### config.mk
export PLATFORM = sky130hd
export DESIGN_NAME = pwrbtn_event_unit
export DESIGN_NICKNAME = d
export VERILOG_FILES = /design/src/rtl/pbe_pkg.sv /design/src/rtl/pbe_sync.sv /design/src/rtl/pbe_filter.sv /design/src/rtl/pbe_fsm.sv /design/src/rtl/pwrbtn_event_unit.sv
export SDC_FILE = /design/constraint.sdc
export NUM_CORES = 1
export LEC_CHECK = 0
export ABC_AREA = 1
export BUFFER_PORTS_ARGS = -buffer_cell sky130_fd_sc_hd__buf_2
export CORE_MARGIN = 3
export CORE_UTILIZATION = 55
export DETAILED_ROUTE_END_ITERATION = 10
export MAX_ROUTING_LAYER = met4
export PLACE_DENSITY = 0.71
export SLEW_MARGIN = 10
export SYNTH_ARGS = -nofsm -noshare
export SYNTH_HDL_FRONTEND = slang
export SYNTH_HIERARCHICAL = 1
export SYNTH_SLANG_ARGS = --single-unit
export TNS_END_PERCENT = 20
### constraint.sdc
create_clock -name clk -period 2.1 [get_ports clk]
set_input_delay 0.42 -clock clk [delete_from_list [all_inputs] [get_ports clk]]
set_output_delay 0.42 -clock clk [all_outputs]
set_load 0.1 [all_outputs]
### src/rtl/pbe_pkg.sv
package pbe_pkg;
    typedef enum logic [1:0] {
        ST_RELEASED = 2'd0,
        ST_HELD     = 2'd1,
        ST_FORCED   = 2'd2
    } pb_state_t;
endpackage

### src/rtl/pbe_sync.sv
module pbe_sync #(
    parameter int      STAGES = 2,
    parameter logic    IDLE   = 1'b1
) (
    input  logic clk,
    input  logic rst_n,
    input  logic d_async,
    output logic q_sync
);
    logic [STAGES-1:0] chain;

    always_ff @(posedge clk or negedge rst_n) begin
        if (!rst_n) chain <= {STAGES{IDLE}};
        else        chain <= {chain[STAGES-2:0], d_async};
    end

    assign q_sync = chain[STAGES-1];
endmodule

### src/rtl/pbe_filter.sv
module pbe_filter #(
    parameter int DEB_CYC = 4
) (
    input  logic clk,
    input  logic rst_n,
    input  logic smp_n,
    output logic level_n
);
    localparam int CW = (DEB_CYC > 1) ? $clog2(DEB_CYC) : 1;

    logic [CW-1:0] run_cnt;

    always_ff @(posedge clk or negedge rst_n) begin
        if (!rst_n) begin
            level_n <= 1'b1;
            run_cnt <= '0;
        end else if (smp_n == level_n) begin
            run_cnt <= '0;
        end else if (run_cnt == CW'(DEB_CYC - 1)) begin
            level_n <= smp_n;
            run_cnt <= '0;
        end else begin
            run_cnt <= run_cnt + 1'b1;
        end
    end
endmodule

### src/rtl/pbe_fsm.sv
module pbe_fsm
    import pbe_pkg::*;
#(
    parameter int HOLD_CYC = 20
) (
    input  logic clk,
    input  logic rst_n,
    input  logic down,
    input  logic asleep,
    output logic sleep_evt,
    output logic wake_evt,
    output logic force_evt
);
    localparam int HW = (HOLD_CYC > 1) ? $clog2(HOLD_CYC) : 1;

    pb_state_t state_q, state_d;
    logic [HW-1:0] hold_cnt;
    logic hold_done;

    assign hold_done = (hold_cnt == HW'(HOLD_CYC - 1));

    always_comb begin
        state_d = state_q;
        unique case (state_q)
            ST_RELEASED: if (down) state_d = ST_HELD;
            ST_HELD: begin
                if (!down)         state_d = ST_RELEASED;
                else if (hold_done) state_d = ST_FORCED;
            end
            ST_FORCED:   if (!down) state_d = ST_RELEASED;
            default:     state_d = ST_RELEASED;
        endcase
    end

    // state register and hold counter
    always_ff @(posedge clk or negedge rst_n) begin
        if (!rst_n) begin
            state_q  <= ST_RELEASED;
            hold_cnt <= '0;
        end else begin
            state_q <= state_d;
            if (state_q == ST_HELD && down && !hold_done) hold_cnt <= hold_cnt + 1'b1;
            else                                          hold_cnt <= '0;
        end
    end

    // registered output pulses
    always_ff @(posedge clk or negedge rst_n) begin
        if (!rst_n) begin
            sleep_evt <= 1'b0;
            wake_evt  <= 1'b0;
            force_evt <= 1'b0;
        end else begin
            sleep_evt <= (state_q == ST_RELEASED) && down && !asleep;
            wake_evt  <= (state_q == ST_RELEASED) && down &&  asleep;
            force_evt <= (state_q == ST_HELD) && down && hold_done;
        end
    end
endmodule

### src/rtl/pwrbtn_event_unit.sv
module pwrbtn_event_unit #(
    parameter int DEBOUNCE_CYC = 1_600_000,
    parameter int HOLD_CYC     = 400_000_000
) (
    input  logic clk,
    input  logic rst_n,
    input  logic btn_raw_n,
    input  logic sys_asleep,
    output logic sleep_req_pulse,
    output logic wake_pulse,
    output logic override_pulse
);
    logic btn_sync_n;
    logic btn_level_n;
    logic btn_down;

    pbe_sync #(.STAGES(2), .IDLE(1'b1)) u_sync (
        .clk(clk), .rst_n(rst_n), .d_async(btn_raw_n), .q_sync(btn_sync_n)
    );

    pbe_filter #(.DEB_CYC(DEBOUNCE_CYC)) u_filt (
        .clk(clk), .rst_n(rst_n), .smp_n(btn_sync_n), .level_n(btn_level_n)
    );

    assign btn_down = ~btn_level_n;

    pbe_fsm #(.HOLD_CYC(HOLD_CYC)) u_fsm (
        .clk(clk), .rst_n(rst_n), .down(btn_down), .asleep(sys_asleep),
        .sleep_evt(sleep_req_pulse), .wake_evt(wake_pulse), .force_evt(override_pulse)
    );
endmodule

## After elaboration in Yosys (flattened, before gate mapping)

Cells that the tools add are included.
W data, S select, Z words.

| word-level totals | value |
|---|---|
| flip-flop bits (word level) | 58 |
| latch bits | 0 |
| RAM bits | 0 |
| bits in read-only memories | 0 |
| bits of input ports | 4 |
| output and inout port bits | 3 |
| logic and storage cells | 39 |
| memories | 0 |

| cells by class | value |
|---|---|
| add/subtract/negate cells | 2 |
| multipliers | 0 |
| divide/modulo/power cells | 0 |
| $lt $le $gt $ge | 0 |
| eq/ne operators | 8 |
| shift operators | 0 |
| mux-type cells | 8 |
| bitwise logic cells | 2 |
| reductions and logical operators | 11 |

Operators with widths:

| kind | number |
|---|---|
| $mux W21 | 2 |
| $add A29 B1 Y29 const B | 1 |
| $eq A29 B29 Y1 const B | 1 |
| $mux W29 | 1 |
| $add A21 B1 Y21 const B | 1 |
| $eq A21 B21 Y1 const B | 1 |
| $mux W2 | 4 |
| $logic_and A1 B1 Y1 | 6 |
| $pmux W2 S3 | 1 |
| $ne A2 B2 Y1 const B | 2 |
| $ne A3 B2 Y1 const B | 1 |
| $reduce_and A3 Y1 | 1 |
| $eq A2 B1 Y1 const B | 1 |
| $eq A2 B2 Y1 const B | 1 |
| $logic_not A1 Y1 | 2 |
| $logic_not A2 Y1 | 1 |
| $not A1 Y1 | 2 |
| $reduce_and A2 Y1 | 1 |
| $eq A1 B1 Y1 | 1 |

## Longest topological paths before layout

| logic depth | value |
|---|---|
| depth in word-level cells | 4 |
| depth in mapped cells | 9 |
| mapped depth without buffers | 9 |

## Hierarchy

Netlist, hierarchy kept.

Modules (own cells, without submodules):

| module | instances | cells each | area an instance (µm²) | sequential area each (µm²) |
|---|---|---|---|---|
| pbe_fsm | 1 | 302 | 2039.5 | 850.8 |
| pbe_filter | 1 | 165 | 1292.5 | 551.8 |
| pbe_sync | 1 | 2 | 52.6 | 52.6 |
| pwrbtn_event_unit | 1 | 1 | 3.8 | 0.0 |

## Worst setup path after synthesis

Ideal clock, no wire load.

| timing | value |
|---|---|
| kind | reg-to-reg |
| start point | reg u_fsm.hold_cnt[0] |
| end point | reg u_fsm.state_q[0] |
| library setup time | 119 ps |
| data arrival time | 1361 ps |
| required time | 1981 ps |
| setup slack | 619 ps |
| stages on the path, launching flop included | 10 |
| path buffers | 1 |
| period minus slack after synthesis | 1481 ps |
| cells stage by stage | dfrtp_1 -> ha_1 -> inv_2 -> nor2_8 -> nand2_4 -> nor2_1 -> nand2_1 -> nand2_2 -> buf_6 -> nand2_1 |

| between the ends | value |
|---|---|
| cells in the longest elaborated chain, start to end | 3 |

Ends and longest elaborated chain:

| element | line | source |
|---|---|---|
| start, declared | pbe_fsm.sv:17 | `logic [HW-1:0] hold_cnt;` |
| start signal, assigned | pbe_fsm.sv:42 | `if (state_q == ST_HELD && down && !hold_done) hold_cnt <= hold_cnt + 1'b1;` |
| $eq A29 B29 Y1 | pbe_fsm.sv:20 | `assign hold_done = (hold_cnt == HW'(HOLD_CYC - 1));` |
| $ne A3 B2 Y1 (no source line) | n/a |  |
| $reduce_and A3 Y1 (no source line) | n/a |  |
| end signal, assigned | pbe_fsm.sv:41 | `state_q <= state_d;` |
| end, declared | pbe_fsm.sv:16 | `pb_state_t state_q, state_d;` |

Every way passes these cells.
A chain may end at the register's enable or synchronous reset.

## Worst setup path after layout

| timing | value |
|---|---|
| start point | reg u_fsm.hold_cnt[0] |
| end point | reg u_fsm.hold_cnt[24] |

| between the ends | value |
|---|---|
| cells in the longest elaborated chain, start to end | 4 |
| elaborated cells on any way between the ends | 5 |
| those cells by class | add/sub (1); eq/ne (1); mux (1); reduce/logical (2) |

Ends and longest elaborated chain:

| element | line |
|---|---|
| branches (longest 3 deep; another with $add A29 B1 Y29) | n/a |
| $mux W29 (*) | pbe_fsm.sv:42 |

Every way passes the cells marked *.

==> impl_metrics.env <==
export IMPL_status="complete, no violations"
export IMPL_synth_seq_area_share_pct=42.9
export IMPL_syn_area_per_cell_sq_um=7.21
export IMPL_cts_clk_slew_worst_paths_ps=70
export IMPL_p_sw_share_pct=20.8
export IMPL_ant_nets=0
export IMPL_antenna_found_initial=0
export IMPL_synth_top_cells_by_count="nand2_1 (133), nor2_1 (120), dfrtp_1 (55), inv_1 (42), nand3_1 (34)"
export IMPL_critPathCaptureType="register"
export IMPL_ys_flop_type="dfrtp_1"
export IMPL_yosys_top_cells_area="dfrtp_1 (41%), nand2_1 (15%), nor2_1 (13%), nand3_1 (5.0%), inv_1 (4.7%)"
export IMPL_synth_seq_cells=58
export IMPL_power_leakage_uw=0.00161
export IMPL_clk_latency_ps=330
export IMPL_cp_start_kind="register"
export IMPL_ir_worst_vdd_uv=443
export IMPL_drt_total_wl_um=7600
export IMPL_r2r_start="u_fsm/hold_cnt[0]"
export IMPL_tritoncts_num_buffers=9
export IMPL_grt_use_met1_pct=35.0
export IMPL_cap_violations=0
export IMPL_insertedDiodeCount=0
export IMPL_drc=0
export IMPL_critical_path_max_fanout=30
export IMPL_dpl_cell_area_sq_mm=0.00351
export IMPL_fin_ws_ps=415
export IMPL_dieArea_sq_mm=0.00714
export IMPL_final_setup_tns_ps=0
export IMPL_rsz0062_at_grt="false"
export IMPL_crit_type="reg2reg"
export IMPL_multi_input_area_sq_mm=0.00173
export IMPL_holdWs_ps=105
export IMPL_grt_busiest_layer="met1"
export IMPL_track_usage_pct=23.6
export IMPL_grt_max_degree=33
export IMPL_regArea_sq_mm=0.00146
export IMPL_syn_nets=476
export IMPL_via_per_inst=5.25
export IMPL_synth_most_common_cell="nand2_1"
export IMPL_synth_edf_count=0
export IMPL_start_util_pct=59.0
export IMPL_grt_pass1_vias=2704
export IMPL_yosys_area_top_type="dfrtp_1"
export IMPL_period_share_pct=80.3
export IMPL_place_hpwl_um=5660
export IMPL_grt_pass1_wl_um=13000
export IMPL_cts_sinks=58
export IMPL_ios=7
export IMPL_nNetsFinal=492
export IMPL_final_cell_area_sq_mm=0.00371
export IMPL_reg2regPathDepth=9
export IMPL_slew_viol_final=0
export IMPL_critPathRequiredTime_ps=2310
export IMPL_power_share_clock_pct=46.5
export IMPL_r2r_setup_slack_ps=410
export IMPL_min_path_type="in2async"
export IMPL_p_int_uw=1750
export IMPL_setup_violations=0
export IMPL_post_place_ws_ps=426
export IMPL_dr_pass1_iters=5
export IMPL_min_period_ps=1690
export IMPL_num_vias=2955
export IMPL_tightest_slew_ps=638
export IMPL_io_buffers=6
export IMPL_power_frac_seq_pct=51.1
export IMPL_rr_endpoint="u_fsm/hold_cnt[24]"
export IMPL_final_hold_viol_count=0
export IMPL_routedWlPerCell_um=13.5
export IMPL_synth_area_sq_mm=0.00339
export IMPL_h_tree_depth=3
export IMPL_hold_buffers=0
export IMPL_drtIter0Drc=306
export IMPL_syn_to_final_growth_pct=9.56
export IMPL_switchingPower_uw=461
export IMPL_synth_cell_type_count=23
export IMPL_fillers=522
export IMPL_core_area_sq_mm=0.00574
export IMPL_gp_congestion=0.940
export IMPL_relSlewSlack_pct=57.5
export IMPL_chipWidth_um=84.5
export IMPL_synthArstFlopShare_pct=100
export IMPL_fin_util_pct=64.6
export IMPL_met2_usage_pct=33.2
export IMPL_yosysTopAreaCellShare_pct=40.6
export IMPL_clock_path_buffers=2
export IMPL_ys_warnings_count=6
export IMPL_grt_ovfl_total=0
export IMPL_post_cts_resized=0
export IMPL_placement_rows=27
export IMPL_postCtsSetupRepairBufs=0
export IMPL_syn_inst=470
export IMPL_cp_data_arrival_time_ps=1890
export IMPL_power_density_mw_per_mm2=596
export IMPL_drive_gt1_share_pct=10.6
export IMPL_combPwrFrac_pct=2.3
export IMPL_fmax_mhz=593
export IMPL_met3_usage_pct=4.12
export IMPL_cts_tree="yes"
export IMPL_clock_skew_ps=11.8
export IMPL_die_h_um=84.5
export IMPL_cts_root_buf="clkbuf_8"
## layout make-up
class / instances / area share (%)
inverter: 45 / 4.55
sequential: 58 / 39.2
multi-input combinational: 364 / 46.6
clock inverter: 2 / 0.944
timing repair buffer: 8 / 1.89
clock buffer: 14 / 4.38
tap: 72 / 2.43
## per-layer routing
layer | wire length (um) | part of all wire (%)
met5 | 0 | 0
met2 | 3210 | 42
met4 | 75 | 0.99
met3 | 488 | 6.4
met1 | 3820 | 50
## cells by family (layout without fill, tap and decap cells)
logic type	count (synthesis)	count (layout)	share of synthesized area [%]
buf+inv	48	69	5.98
simple gates	326	326	41.9
xor+xnor	25	25	6.46
flops	58	58	42.9
compound gates	11	11	1.92
fa+ha+maj	2	2	0.738
## metrics by stage
stage	total power, uW	instances
floorplan	1170	470
global placement	1200	547
detailed placement	1200	547
CTS	2240	563
global route	2300	563
finish	2210	563
## cells in the final DEF, fill, tap and decap left out
cell type  instances
bufinv_16          1
clkinv_2           1
nand2_2            7
o21bai_1           4
nand4_1            5
ha_1               2
buf_12             2
buf_2              6
xnor2_1           11
nor3_1             5
nand3_1           34
nand3b_1           4
xor2_1            14
nor2_1           120
clkbuf_1           3
nor2_2             8
inv_1             42
clkbuf_8          11
o21ai_1            1
nor2_8             1
nand2_1          133
nor2_4             6
inv_2              3
dfrtp_1           55
o21ai_0            2
dfstp_2            3
a21oi_1            4
nand2_4            3
## critical path, stage by stage (launching register included)
cell and delay [ps]:
dfrtp_1 420, ha_1 310, inv_2 100, nor2_8 160, nand2_4 80, nor2_1 110
nand2_1 60, nand2_2 70, buf_12 170, nor2_1 80
## flip-flops by register name (all words and copies together) (netlist names)
| register | cells |
|---|---|
| u_filt/level_n | 1 |
| u_sync/chain | 2 |
| u_fsm/wake_evt | 1 |
| u_fsm/hold_cnt | 29 |
| u_fsm/force_evt | 1 |
| u_fsm/sleep_evt | 1 |
| u_filt/run_cnt | 21 |
| u_fsm/state_q | 2 |
## how the worst max path moves through the flow
stage | startpoint | to | slack [ps] | depth (start not counted)
floorplan | u_fsm/hold_cnt[0] | u_fsm/state_q[0] | 620 | 9
global placement | u_fsm/hold_cnt[0] | u_fsm/hold_cnt[19] | 490 | 9
detailed placement | u_fsm/hold_cnt[0] | u_fsm/hold_cnt[10] | 430 | 9
CTS | u_fsm/hold_cnt[0] | u_fsm/hold_cnt[24] | 400 | 9
global route | u_fsm/hold_cnt[0] | u_fsm/hold_cnt[24] | 280 | 9
finish | u_fsm/hold_cnt[0] | u_fsm/hold_cnt[24] | 410 | 9
## power by group through the flow
stage          logic [uW]  registers (uW)  clock network, uW
2_1_floorplan        18.4            1150                  0
3_3_place_gp         52.8            1150                  0
3_5_place_dp         53.1            1150                  0
4_1_cts              53.3            1130               1050
5_1_grt              59.2            1130               1110
6_report             51.5            1130               1030
Power figures use the tool's default switching activity.
